### src/rtl/segaddr_pkg.sv
package segaddr_pkg;

    localparam int OFF_W     = 16;
    localparam int SEG_W     = 16;
    localparam int REAL_W    = 20;
    localparam int PHYS_W    = 24;
    localparam int PRIV_W    = 2;
    localparam int SEL_IDX_W = SEG_W - 3;
    localparam int NUM_SEGS  = 4;

    typedef enum logic [1:0] {
        ACC_FETCH = 2'd0,
        ACC_DATA  = 2'd1,
        ACC_STACK = 2'd2,
        ACC_DATA2 = 2'd3
    } acc_kind_e;

    typedef enum logic [1:0] {
        SR_CS = 2'd0,
        SR_DS = 2'd1,
        SR_SS = 2'd2,
        SR_ES = 2'd3
    } seg_id_e;

    typedef struct packed {
        logic [PHYS_W-1:0] base;
        logic [OFF_W-1:0]  limit;
        logic [PRIV_W-1:0] ring;
    } desc_t;

    typedef struct packed {
        logic [SEL_IDX_W-1:0] index;
        logic                 tbl;
        logic [PRIV_W-1:0]    rpl;
    } selector_t;

    typedef struct packed {
        logic              fault;
        logic [PHYS_W-1:0] addr;
    } result_t;

    function automatic logic [PHYS_W-1:0] real_linear(
        input logic [SEG_W-1:0] seg,
        input logic [OFF_W-1:0] off
    );
        logic [REAL_W-1:0] sum;
        sum = {seg, 4'b0000} + REAL_W'(off);
        return PHYS_W'(sum);
    endfunction

    function automatic logic [PRIV_W-1:0] priv_max(
        input logic [PRIV_W-1:0] a,
        input logic [PRIV_W-1:0] b
    );
        return (a > b) ? a : b;
    endfunction

endpackage

### src/rtl/seg_select.sv
module seg_select
    import segaddr_pkg::*;
(
    input  acc_kind_e                      kind,
    input  logic                           ovr_en,
    input  seg_id_e                        ovr_seg,
    input  logic [NUM_SEGS-1:0][SEG_W-1:0] segs,
    output seg_id_e                        chosen,
    output logic [SEG_W-1:0]               seg_val
);

    logic is_data;

    always_comb begin
        is_data = (kind == ACC_DATA) || (kind == ACC_DATA2);
        unique case (kind)
            ACC_FETCH: chosen = SR_CS;
            ACC_STACK: chosen = SR_SS;
            default:   chosen = (ovr_en) ? ovr_seg : SR_DS;
        endcase
        seg_val = segs[chosen];
    end

    always_comb begin
        if (kind == ACC_FETCH)
            a_fetch_uses_cs_r3: assert (chosen == SR_CS);
        if (kind == ACC_STACK)
            a_stack_ignores_ovr_r4: assert (chosen == SR_SS);
        if (is_data && !ovr_en)
            a_data_default_ds_r3: assert (chosen == SR_DS);
    end

endmodule

### src/rtl/desc_store.sv
module desc_store
    import segaddr_pkg::*;
#(
    parameter int NUM_DESC = 8,
    localparam int IDX_W   = $clog2(NUM_DESC)
) (
    input  logic             clk,
    input  logic             rst,
    input  logic             wr_en,
    input  logic             wr_tbl,
    input  logic [IDX_W-1:0] wr_idx,
    input  desc_t            wr_desc,
    input  logic             rd_tbl,
    input  logic [IDX_W-1:0] rd_idx,
    output desc_t            rd_desc
);

    desc_t bank_q [2][NUM_DESC];
    desc_t bank_rd [2];

    for (genvar t = 0; t < 2; t++) begin : g_bank
        always_ff @(posedge clk) begin
            if (rst) begin
                for (int i = 0; i < NUM_DESC; i++) bank_q[t][i] <= '0;
            end else if (wr_en && (wr_tbl == 1'(t))) begin
                bank_q[t][wr_idx] <= wr_desc;
            end
        end
        assign bank_rd[t] = bank_q[t][rd_idx];
    end

    assign rd_desc = rd_tbl ? bank_rd[1] : bank_rd[0];

    p_write_lands_r11: assert property (@(posedge clk) disable iff (rst)
        ($past(wr_en) && !$past(rst) && rd_tbl == $past(wr_tbl) && rd_idx == $past(wr_idx))
            |-> rd_desc == $past(wr_desc));

endmodule

### src/rtl/addr_calc.sv
module addr_calc
    import segaddr_pkg::*;
#(
    parameter int NUM_DESC = 8
) (
    input  logic              prot_mode,
    input  logic [SEG_W-1:0]  seg_val,
    input  logic [OFF_W-1:0]  off,
    input  logic [PRIV_W-1:0] cur_priv,
    input  desc_t             desc,
    output result_t           res
);

    selector_t sel;
    logic      idx_bad, lim_bad, priv_bad;

    always_comb begin
        sel      = selector_t'(seg_val);
        idx_bad  = sel.index > SEL_IDX_W'(NUM_DESC - 1);
        lim_bad  = off > desc.limit;
        priv_bad = priv_max(cur_priv, sel.rpl) > desc.ring;
        if (!prot_mode) begin
            res.fault = 1'b0;
            res.addr  = real_linear(seg_val, off);
        end else begin
            res.fault = idx_bad || lim_bad || priv_bad;
            res.addr  = res.fault ? '0 : desc.base + PHYS_W'(off);
        end
    end

endmodule

### src/rtl/seg_addr_gen.sv
module seg_addr_gen
    import segaddr_pkg::*;
#(
    parameter int NUM_DESC = 8,
    localparam int IDX_W   = $clog2(NUM_DESC)
) (
    input  logic              clk,
    input  logic              rst,
    input  logic              req_valid,
    input  logic [1:0]        req_kind,
    input  logic              ovr_en,
    input  logic [1:0]        ovr_seg,
    input  logic [OFF_W-1:0]  offset,
    input  logic              prot_mode,
    input  logic [PRIV_W-1:0] cur_priv,
    input  logic [SEG_W-1:0]  seg_cs,
    input  logic [SEG_W-1:0]  seg_ds,
    input  logic [SEG_W-1:0]  seg_ss,
    input  logic [SEG_W-1:0]  seg_es,
    input  logic              dw_en,
    input  logic              dw_tbl,
    input  logic [IDX_W-1:0]  dw_idx,
    input  logic [PHYS_W-1:0] dw_base,
    input  logic [OFF_W-1:0]  dw_limit,
    input  logic [PRIV_W-1:0] dw_dpl,
    output logic              out_valid,
    output logic [PHYS_W-1:0] out_addr,
    output logic              out_fault
);

    logic [NUM_SEGS-1:0][SEG_W-1:0] segs;
    seg_id_e          chosen;
    logic [SEG_W-1:0] seg_val;
    selector_t        sel;
    desc_t            wr_desc, rd_desc;
    result_t          res;

    assign segs[SR_CS] = seg_cs;
    assign segs[SR_DS] = seg_ds;
    assign segs[SR_SS] = seg_ss;
    assign segs[SR_ES] = seg_es;

    seg_select u_sel (
        .kind    (acc_kind_e'(req_kind)),
        .ovr_en  (ovr_en),
        .ovr_seg (seg_id_e'(ovr_seg)),
        .segs    (segs),
        .chosen  (chosen),
        .seg_val (seg_val)
    );

    assign sel     = selector_t'(seg_val);
    assign wr_desc = '{base: dw_base, limit: dw_limit, ring: dw_dpl};

    desc_store #(.NUM_DESC(NUM_DESC)) u_store (
        .clk     (clk),
        .rst     (rst),
        .wr_en   (dw_en),
        .wr_tbl  (dw_tbl),
        .wr_idx  (dw_idx),
        .wr_desc (wr_desc),
        .rd_tbl  (sel.tbl),
        .rd_idx  (sel.index[IDX_W-1:0]),
        .rd_desc (rd_desc)
    );

    addr_calc #(.NUM_DESC(NUM_DESC)) u_calc (
        .prot_mode (prot_mode),
        .seg_val   (seg_val),
        .off       (offset),
        .cur_priv  (cur_priv),
        .desc      (rd_desc),
        .res       (res)
    );

    always_ff @(posedge clk) begin
        if (rst) begin
            out_valid <= 1'b0;
            out_addr  <= '0;
            out_fault <= 1'b0;
        end else begin
            out_valid <= req_valid;
            if (req_valid) begin
                out_addr  <= res.addr;
                out_fault <= res.fault;
            end
        end
    end

    p_valid_latency_r9: assert property (@(posedge clk) disable iff (rst)
        out_valid |-> $past(req_valid));

    p_fault_zero_addr_r9: assert property (@(posedge clk) disable iff (rst)
        (out_valid && out_fault) |-> out_addr == '0);

    p_real_no_fault_r1: assert property (@(posedge clk) disable iff (rst)
        (out_valid && !$past(prot_mode)) |-> (!out_fault && out_addr[PHYS_W-1:REAL_W] == '0));

    p_real_alias_r2: assert property (@(posedge clk) disable iff (rst)
        (out_valid && !$past(prot_mode) && $past(seg_val) == 16'hA000 && $past(offset) == 16'h5677)
            |-> out_addr == 24'h0A5677);

endmodule

### config.mk
export PLATFORM = sky130hd
export DESIGN_NAME = seg_addr_gen
export DESIGN_NICKNAME = d
export VERILOG_FILES = /design/src/rtl/segaddr_pkg.sv /design/src/rtl/seg_select.sv /design/src/rtl/desc_store.sv /design/src/rtl/addr_calc.sv /design/src/rtl/seg_addr_gen.sv
export SDC_FILE = /design/constraint.sdc
export NUM_CORES = 1
export LEC_CHECK = 0
export ABC_AREA = 1
export BUFFER_PORTS_ARGS = -buffer_cell sky130_fd_sc_hd__buf_2
export CORE_UTILIZATION = 60
export CTS_CLUSTER_DIAMETER = 60
export CTS_CLUSTER_SIZE = 28
export DETAILED_ROUTE_END_ITERATION = 8
export PLACE_DENSITY_LB_ADDON = 0.05
export SLEW_MARGIN = 20
export SYNTH_ARGS = -nofsm -noshare
export SYNTH_HDL_FRONTEND = slang
export SYNTH_SLANG_ARGS = --single-unit
### constraint.sdc
create_clock -name clk -period 11.27 [get_ports clk]
set_input_delay 0.5635 -clock clk [delete_from_list [all_inputs] [get_ports clk]]
set_output_delay 0.5635 -clock clk [all_outputs]
set_load 0.02 [all_outputs]
==> results.txt, run 1 <==
----------------------------------------------------
[Setup path]
  Cell Chain, Critical Path ... buf_2, inv_2, o21ai_4, nand3_2, nand2_8, buf_4, mux2i_1, o22ai_1, o221ai_1, o21ai_1, inv_1, ha_1, nand2_1, nor4_1, o21ai_0, a32oi_1, nor2_2, nand2_2, clkinv_4, nand2_2, inv_2, nand2_1, a31oi_1
  Worst path slowest cell ... sky130_fd_sc_hd__buf_4
  Reg-to-reg setup timing slack ... about 7.8 ns
  Worst stage delay on the critical path ... ~0.80 ns
  Setup crit start kind ... input port
  FF-to-FF Start ... u_store.bank_q[0][307]$_DFFE_PP_
  Reg-to-Reg End ... out_addr[0]$_SDFFE_PP0P_
  Worst endpoint data arrival time ... between 6 and 7 ns
  Start-to-end type of the worst setup path ... in2reg
  Maximum fanout along the worst path ... 111
  Number of cell instances on the worst register-to-register path ... 17
  Required arrival time at the worst endpoint ... 11.72 ns
  Endpoint class of the critical path ... flop

[GRT]
  Pin count of the biggest net entering global routing ... around 150
  Initial antenna violation count ... 3
  Leftover overflow at the end of global routing ... 0
  First-pass GRT wire length ... ~160 mm
  Vias in the first global route ... between 20000 and 30000
  Total global-route track usage ... 0.3729

[Clocking]
  Cts repair resizes ... 0
  Latest clock arrival within the worst-skew pair ... 0.64 ns
  Hold buffer count at CTS ... 0
  Root Driver ... sky130_fd_sc_hd__clkbuf_16
  Clock sinks ... between 600 and 700
  Clock buffer count from CTS ... 47
  Number of buffers added for setup after CTS ... 0
  Clock Tree Buf Depth ... 3
  H-tree lvl count ... 2
  CTS clock-pin slew for the worst setup and hold paths ... 0.08 ns
  CTS tree ... done

[Timing]
  Peak Freq ... between 150 and 200 MHz
  Shortest period the worst path allows ... about 5.6 ns
  Relative max-transition margin ... 0.2783
  Setup repair after global routing missed its margin ... no
  Worst hold-check slack ... ~0.38 ns
  Count of endpoints failing hold in the final timing report ... 0
  Worst clock skew ... between 0.06 and 0.07 ns
  Ratio of final minimum period to clock period ... 0.4941
  Final number of max-transition violations ... 0
  Total setup violations reported at the end of the flow ... 0
  Pin slew with the least headroom to its limit ... between 1 and 1.5 ns
  Total negative slack for setup checks ... 0 ns

[Placement]
  Number of I/O port buffers ... 163
  GP Congestion ... between 0.9 and 1
  Sum of net half-perimeters after detailed placement ... 58.82 mm

[Status]
  Run status ... complete, no violations

[Job]
  Count of maximum capacitance violations ... 0

[Yosys]
  Mux share of post-synthesis cell area ... 0.008871
  Synthesized Nets ... between 3000 and 4000
  Post-synthesis sequential element count ... 698
  Largest family of logic cells by synthesized area ... simple AND/OR/NAND/NOR gates
  Yosys warns ... 0
  Adder-cell share of the synthesized area ... 0.01930
  Sequential-to-total area share from yosys stat ... 0.6115
  XOR/XNOR share of the synthesized area ... 0.004916
  Distinct cell type count after synthesis ... 50
  Complex-gate fraction of the synthesized area ... 0.06073
  Syn avg cell area ... between 9 and 10 um^2
  Synthesized instance count ... between 3000 and 4000
  Cell area after technology mapping ... ~34000 um^2
  Simple-gate share of the synthesized area ... 0.2311

[Pwr]
  Leakage power total ... ~0.015 uW
  Cell area power density ... ~170 nW/um^2
  Peak ir drop on the vdd network ... about 0.15 mV

[Floorplanning]
  Die boundary height ... 239.5 um
  # IOs ... ~160
  Initial standard-cell utilization of the core ... 0.6108
  Placeable Area ... approximately 55000 um^2
  Horiz. Die Dim ... between 200 and 250 um
  FP Rows ... 86
  Total die area ... 57370 um^2

[Finish]
  # nets final ... 3750
  Fraction of final layout cells sized beyond drive strength 1 ... 0.1009
  Number of inserted filler cells in the final layout ... about 4500
  Synthesis-to-finish area growth ... 8.092%

[Worst hold path]
  Hold/Removal Path Class ... in2reg
  Hold path endpoint ... out_addr[3]$_SDFFE_PP0P_
  Count of cells along the worst hold path ... 3
  Startpoint of the lowest-slack hold path ... offset[3]

[Route]
  DR vias/cell ... around 6.2
  DR iter-0 viols ... 3635
  Routed vias ... around 27000
  Post-route DRC violation count ... 0
  Number of optimization iterations in the first detailed-route pass ... 6
  Number of routed nets with antenna violations ... 0
  Detail-routed net length per standard cell ... ~25 um
  Wirelength, routed ... around 110 mm

----------------------------------------------------
cells in the final DEF, fill, tap and decap left out, drive strengths merged, types with 3 or more instances in the layout:
cell type	instances
a21oi	70
a31oi	10
buf	214
clkbuf	52
clkinv	17
dfxtp	26
diode	3
edfxtp	672
ha	49
inv	257
mux2i	30
nand2	601
nand3	398
nand4	12
nor2	860
nor3	24
o211ai	20
o21a	4
o21ai	170
o21bai	3
o221ai	15
o22ai	38
o32ai	15
or2	4
xnor2	11
xor2	8
state kept, by name, indices dropped and copies added, names as in the netlist:
register,count
out_fault,1
out_addr,24
out_valid,1
u_store.bank_q,672
cell usage after synthesis, drive strengths merged:
master / n / area share
o21a: 4 / 0.00089
o211ai: 20 / 0.0044
a32oi: 2 / 0.00052
nand3b: 2 / 0.00055
nand3: 398 / 0.060
nand2: 601 / 0.068
a21boi: 2 / 0.00044
mux2i: 30 / 0.0089
o32ai: 15 / 0.0039
a31oi: 10 / 0.0018
clkbuf: 151 / 0.017
dfxtp: 26 / 0.015
a21o: 1 / 0.00022
o221ai: 15 / 0.0039
fa: 2 / 0.0012
o21ai: 170 / 0.025
inv: 239 / 0.027
a21oi: 70 / 0.011
buf: 110 / 0.019
and2: 2 / 0.00037
xor2: 8 / 0.0021
o21bai: 3 / 0.00067
edfxtp: 672 / 0.60
clkinv: 4 / 0.00074
or2: 4 / 0.00074
xnor2: 11 / 0.0028
ha: 49 / 0.018
nor3: 24 / 0.0038
nor2: 860 / 0.096
o211a: 1 / 0.00030
a31o: 1 / 0.00026
nor4: 1 / 0.00018
o22ai: 38 / 0.0070
nand4: 12 / 0.0022
a211oi: 1 / 0.00022
logic make-up after synthesis:
family	Yosys count
AOI/OAI and AO/OA	353
xor gates and xnor gates	19
adders and majority gates	51
buffers and inverters	504
DFF	698
muxes	30
and+or+nand+nor	1904
metrics by stage:
step,cell area [um^2],total power [uW],instances,worst slack (ns),utilization
floorplan,33850,3826,3559,7.208,-
global placement,34870,4155,4259,5.287,0.6292
detailed placement,34870,4170,4259,5.215,0.6292
CTS,36570,6044,4345,5.838,0.6599
global route,36590,6256,4348,5.289,0.6602
finish,36590,6066,4349,5.702,0.6602
critical path, delay by kind of cell:
| kind | cells | cell delay [ns] |
|---|---|---|
| adder cells (fa/ha/maj) | 1 | 0.27 |
| multiplexers | 1 | 0.21 |
| AO/OA/AOI/OAI | 7 | 1.72 |
| AND/OR/NAND/NOR | 8 | 1.84 |
| buffers and inverters | 6 | 1.33 |
metal layers:
metal	share of wire	wire length [um]	up-vias	track usage
li1	-	-	11974	-
met1	0.38	40890	13000	0.5165
met2	0.45	48510	1712	0.5870
met3	0.13	13890	238	0.07629
met4	0.033	3533	0	0.1300
met5	0	0	-	0
final cells by class:
type,count,area [um^2],area share
Sequential cell,698,20700,0.5658
Timing Repair Buffer,214,1227,0.03355
Tap cell,748,935.9,0.02558
Multi-Input combinational cell,2357,11100,0.3033
Antenna cell,3,7.507,0.0002052
Clock inverter,34,441.7,0.01207
Clock buffer,52,1257,0.03437
Inverter,243,922.1,0.02520
power by group:
group          leakage, uW  switching, uW  internal [uW]
Combinational      0.00723            792            321
Clock             0.000828           1010            915
Sequential         0.00662           43.1           2980
worst max path at each step:
stage                                 to  cells after the start  slack [ns]         from
2_1_floorplan  out_addr[12]$_SDFFE_PP0P_                     28        7.21   ovr_seg[0]
3_3_place_gp   out_addr[15]$_SDFFE_PP0P_                     23        5.29  req_kind[0]
3_5_place_dp    out_addr[0]$_SDFFE_PP0P_                     23        5.21  req_kind[0]
4_1_cts         out_addr[0]$_SDFFE_PP0P_                     23        5.84  req_kind[0]
5_1_grt        out_addr[15]$_SDFFE_PP0P_                     25        5.29   ovr_seg[0]
6_report        out_addr[0]$_SDFFE_PP0P_                     23        5.70  req_kind[0]
Note: power is estimated with default switching activity, not from simulation.
==> run 2: changes to the inputs <==
--- a/config.mk
+++ b/config.mk
@@ -5,7 +5,7 @@
 export SDC_FILE = /design/constraint.sdc
 export NUM_CORES = 1
 export LEC_CHECK = 0
-export ABC_AREA = 1
+export ABC_AREA = 0
 export BUFFER_PORTS_ARGS = -buffer_cell sky130_fd_sc_hd__buf_2
 export CORE_UTILIZATION = 60
 export CTS_CLUSTER_DIAMETER = 60
==> constraint.sdc (replaced) <==
create_clock -name clk -period 5.6 [get_ports clk]
set_input_delay 0.28 -clock clk [delete_from_list [all_inputs] [get_ports clk]]
set_output_delay 0.28 -clock clk [all_outputs]
set_load 0.02 [all_outputs]
==> run 2 against run 1 <==
Effect of this change: sequential share of layout area shrank 1.3 points; die area is 0.33% higher; total power increased by 96%; critical path type unchanged; critical endpoint is now out_addr[18]$_SDFFE_PP0P_.
==> results.txt, run 2 <==
----------------------------------------------------
[Clocking]
  Latest clock arrival within the worst-skew pair ... 0.62 ns
  Root Driver ... sky130_fd_sc_hd__clkbuf_16
  Clock sinks ... approximately 700
  CTS clock-pin slew for the worst setup and hold paths ... about 0.10 ns
  Cts repair resizes ... 0
  CTS tree ... done
  Clock buffer count from CTS ... 45
  Clock Tree Buf Depth ... 3
  H-tree lvl count ... 2

[Yosys]
  Post-synth top area cell ... sky130_fd_sc_hd__edfxtp_1
  Cell types occupying the most area after synthesis ... sky130_fd_sc_hd__edfxtp_1 59%, sky130_fd_sc_hd__and2_1 12%, sky130_fd_sc_hd__mux4_2 10%, sky130_fd_sc_hd__mux2i_1 3.9%, sky130_fd_sc_hd__ha_1 1.8%
  Async S/R FF share, synth ... 0
  Cell area after technology mapping ... between 30000 and 40000 um^2
  Most instantiated flip-flop cell in the synthesis netlist ... sky130_fd_sc_hd__edfxtp_1
  Distinct cell type count after synthesis ... between 60 and 70
  Top cells by count, synth ... 673 x sky130_fd_sc_hd__and2_1, 672 x sky130_fd_sc_hd__edfxtp_1, 153 x sky130_fd_sc_hd__mux4_2
  Syn avg cell area ... ~15 um^2
  Post-synthesis sequential element count ... 698
  Number of synthesized flops with an enable pin ... 672
  Synthesized instance count ... around 2300
  Synthesized Nets ... ~2500
  Sequential-to-total area share from yosys stat ... 0.6096
  Yosys warns ... 0
  Portion of synthesized cell area occupied by the leading cell type ... 0.5942
  Cell with the most instances after synthesis ... sky130_fd_sc_hd__and2_1

[Finish]
  Synthesis-to-finish area growth ... 10.20%
  Most frequent cells in the layout ... 673 x sky130_fd_sc_hd__and2_1, 672 x sky130_fd_sc_hd__edfxtp_1, 163 x sky130_fd_sc_hd__buf_2
  Largest registers ranked by flip-flop count ... u_store.bank_q x672, out_addr x24
  Area of all placed cells without fillers ... roughly 37000 um^2
  Commonest non-fill, non-tap cell in the layout ... sky130_fd_sc_hd__and2_1
  Fraction of final layout cells sized beyond drive strength 1 ... 0.2219
  Top reg by flops ... u_store.bank_q
  # nets final ... ~2600
  Max FFs per register ... approximately 670

[GRT]
  Pin count of the biggest net entering global routing ... 79
  Total global-route track usage ... 0.3249
  First-pass GRT wire length ... 132.8 mm
  Leftover overflow at the end of global routing ... 0
  Vias in the first global route ... approximately 20000
  Initial antenna violation count ... 6

[Setup path]
  Setup crit start kind ... input port
  Maximum fanout along the worst path ... 6
  Number of buffers and inverters on the critical path ... 3
  Worst stage delay on the critical path ... roughly 0.44 ns
  Cell Chain, Critical Path ... buf_2, inv_1, o21ai_4, mux2_4, mux2i_4, inv_4, mux4_2, nor2b_1, a211oi_1, a21oi_1, ha_1, fa_1, a21o_1, a211oi_1, nor2_1, o41a_1, a41oi_1, nand2_1, a31oi_1, o21ai_1, nor3b_1, xor2_1, o22ai_1
  Start-to-end type of the worst setup path ... in2reg
  Worst path slowest cell ... sky130_fd_sc_hd__fa_1
  Worst endpoint data arrival time ... around 5.4 ns
  Most used cell, CP ... sky130_fd_sc_hd__a211oi_1
  Required arrival time at the worst endpoint ... approximately 6 ns
  Endpoint class of the critical path ... flop
  Cell type group with the largest total delay on the critical path ... compound AO/OA/AOI/OAI gates

[Pwr]
  Final Power ... 11890 uW
  Int Pwr ... between 8000 and 9000 uW
  Clock group share of total power ... 0.312
  Cell area power density ... 317.7 nW/um^2
  Peak ir drop on the vdd network ... ~0.23 mV
  Logic gate share of total power ... 0.176
  Switch share ... 0.2779
  Leakage power total ... between 0.01 and 0.015 uW
  Fraction of power consumed by sequential logic ... 0.512
  Total net switching power ... 3304 uW

[Route]
  Post-route DRC violation count ... 0
  Number of optimization iterations in the first detailed-route pass ... 5
  Detail-routed net length per standard cell ... around 28 um
  Wirelength, routed ... between 90 and 100 mm
  DR vias/cell ... 6.290
  Routed vias ... 20303
  DR iter-0 viols ... between 2000 and 2500
  Number of routed nets with antenna violations ... 0

[Floorplanning]
  Initial standard-cell utilization of the core ... 0.6116
  FP Rows ... 86
  Placeable Area ... between 50000 and 60000 um^2
  # IOs ... 164
  Total die area ... 57550 um^2
  Die boundary height ... about 240 um
  Horiz. Die Dim ... between 200 and 250 um

[Timing]
  Shortest period the worst path allows ... 4.891 ns
  Final number of max-transition violations ... 0
  Ratio of final minimum period to clock period ... 0.8734
  Peak Freq ... ~200 MHz
  Pin slew with the least headroom to its limit ... 1.156 ns
  Worst clock skew ... about 0.034 ns
  Count of endpoints failing hold in the final timing report ... 0
  Total negative slack for setup checks ... 0 ns
  Worst hold-check slack ... 0.07553 ns
  Total setup violations reported at the end of the flow ... 0
  Relative max-transition margin ... 0.2293
  Setup repair after global routing missed its margin ... no

[Job]
  Count of maximum capacitance violations ... 0

[Worst hold path]
  Hold/Removal Path Class ... in2reg

[Placement]
  Cell area after placement ... approximately 36000 um^2
  Sum of net half-perimeters after detailed placement ... roughly 52 mm
  GP Congestion ... ~0.92
  Number of I/O port buffers ... between 150 and 200

[Status]
  Run status ... complete, no violations

----------------------------------------------------
## run 2: worst paths after layout
kind | startpoint | slack, ns | cells after the start | to
worst min-delay path | prot_mode | 0.08 | 3 | out_addr[4]$_SDFFE_PP0P_
worst max-delay path | ovr_en | 0.71 | 23 | out_addr[18]$_SDFFE_PP0P_
worst max register to register | u_store.bank_q[0][312]$_DFFE_PP_ | 1.13 | 17 | out_addr[18]$_SDFFE_PP0P_
worst min register to register | out_addr[21]$_SDFFE_PP0P_ | 0.48 | 2 | out_addr[21]$_SDFFE_PP0P_
## run 2: power groups by stage
stage,sequential [uW],clock [uW],combinational (uW)
after global routing,6110,3910,2230
after global placement,6190,0,2030
after detailed placement,6210,0,2070
after CTS,6090,3740,2080
final,6090,3710,2100
after floorplan,6190,0,1370
## run 2: cell families (layout without fill, tap and decap cells)
| kind of cell | after synthesis | in the layout | share of synthesized area |
|---|---|---|---|
| compound gates | 166 | 166 | 0.03165 |
| xor+xnor | 28 | 28 | 0.007221 |
| fa+ha+maj | 51 | 51 | 0.01923 |
| buf+inv | 197 | 344 | 0.02609 |
| flops | 698 | 698 | 0.6096 |
| mux | 316 | 316 | 0.1523 |
| other cells | 0 | 6 | 0 |
| simple gates | 871 | 871 | 0.1540 |
## run 2: per-stage QoR
step                  util  setup WS (ns)  cells
global placement    0.6434         0.1924   3139
floorplan                -         0.1651   2327
global route        0.6738         0.4248   3223
finish              0.6740         0.7089   3228
detailed placement  0.6435        0.07375   3139
CTS                 0.6732         0.7275   3221
## run 2: final cells by class
class,count,area (um^2)
clock inverters,35,508.0
flip-flops and latches,698,20700
fillers,3934,18100
inverters,16,62.56
diodes,6,15.01
clock buffers,46,1130
repair buffers,247,1582
multi-input cells,1432,12490
well taps,748,935.9
## run 2: per-layer routing
| metal | share of wire | wire length (um) | GRT usage | vias to the layer above |
|---|---|---|---|---|
| li1 | - | - | - | 8799 |
| met4 | 0.029 | 2676 | 0.09921 | 6 |
| met2 | 0.47 | 43410 | 0.5273 | 1004 |
| met5 | 0.00044 | 40 | 0 | - |
| met1 | 0.40 | 36890 | 0.4471 | 10315 |
| met3 | 0.095 | 8680 | 0.06372 | 179 |
## run 2: worst register-to-register path, delay by kind of cell (launching register included)
kind	cells	cell delay [ns]
flip-flops	1	0.42
adder cells (fa/ha/maj)	2	0.67
AND/OR/NAND/NOR	4	0.58
multiplexers	1	0.46
AO/OA/AOI/OAI	9	2.05
XOR/XNOR	1	0.18
## run 2: timing repair
| item | in CTS | in global routing |
|---|---|---|
| hold buffers | 1 | 0 |
| setup buffers | 0 | 0 |
| hold endpoints to repair | 1 | 0 |
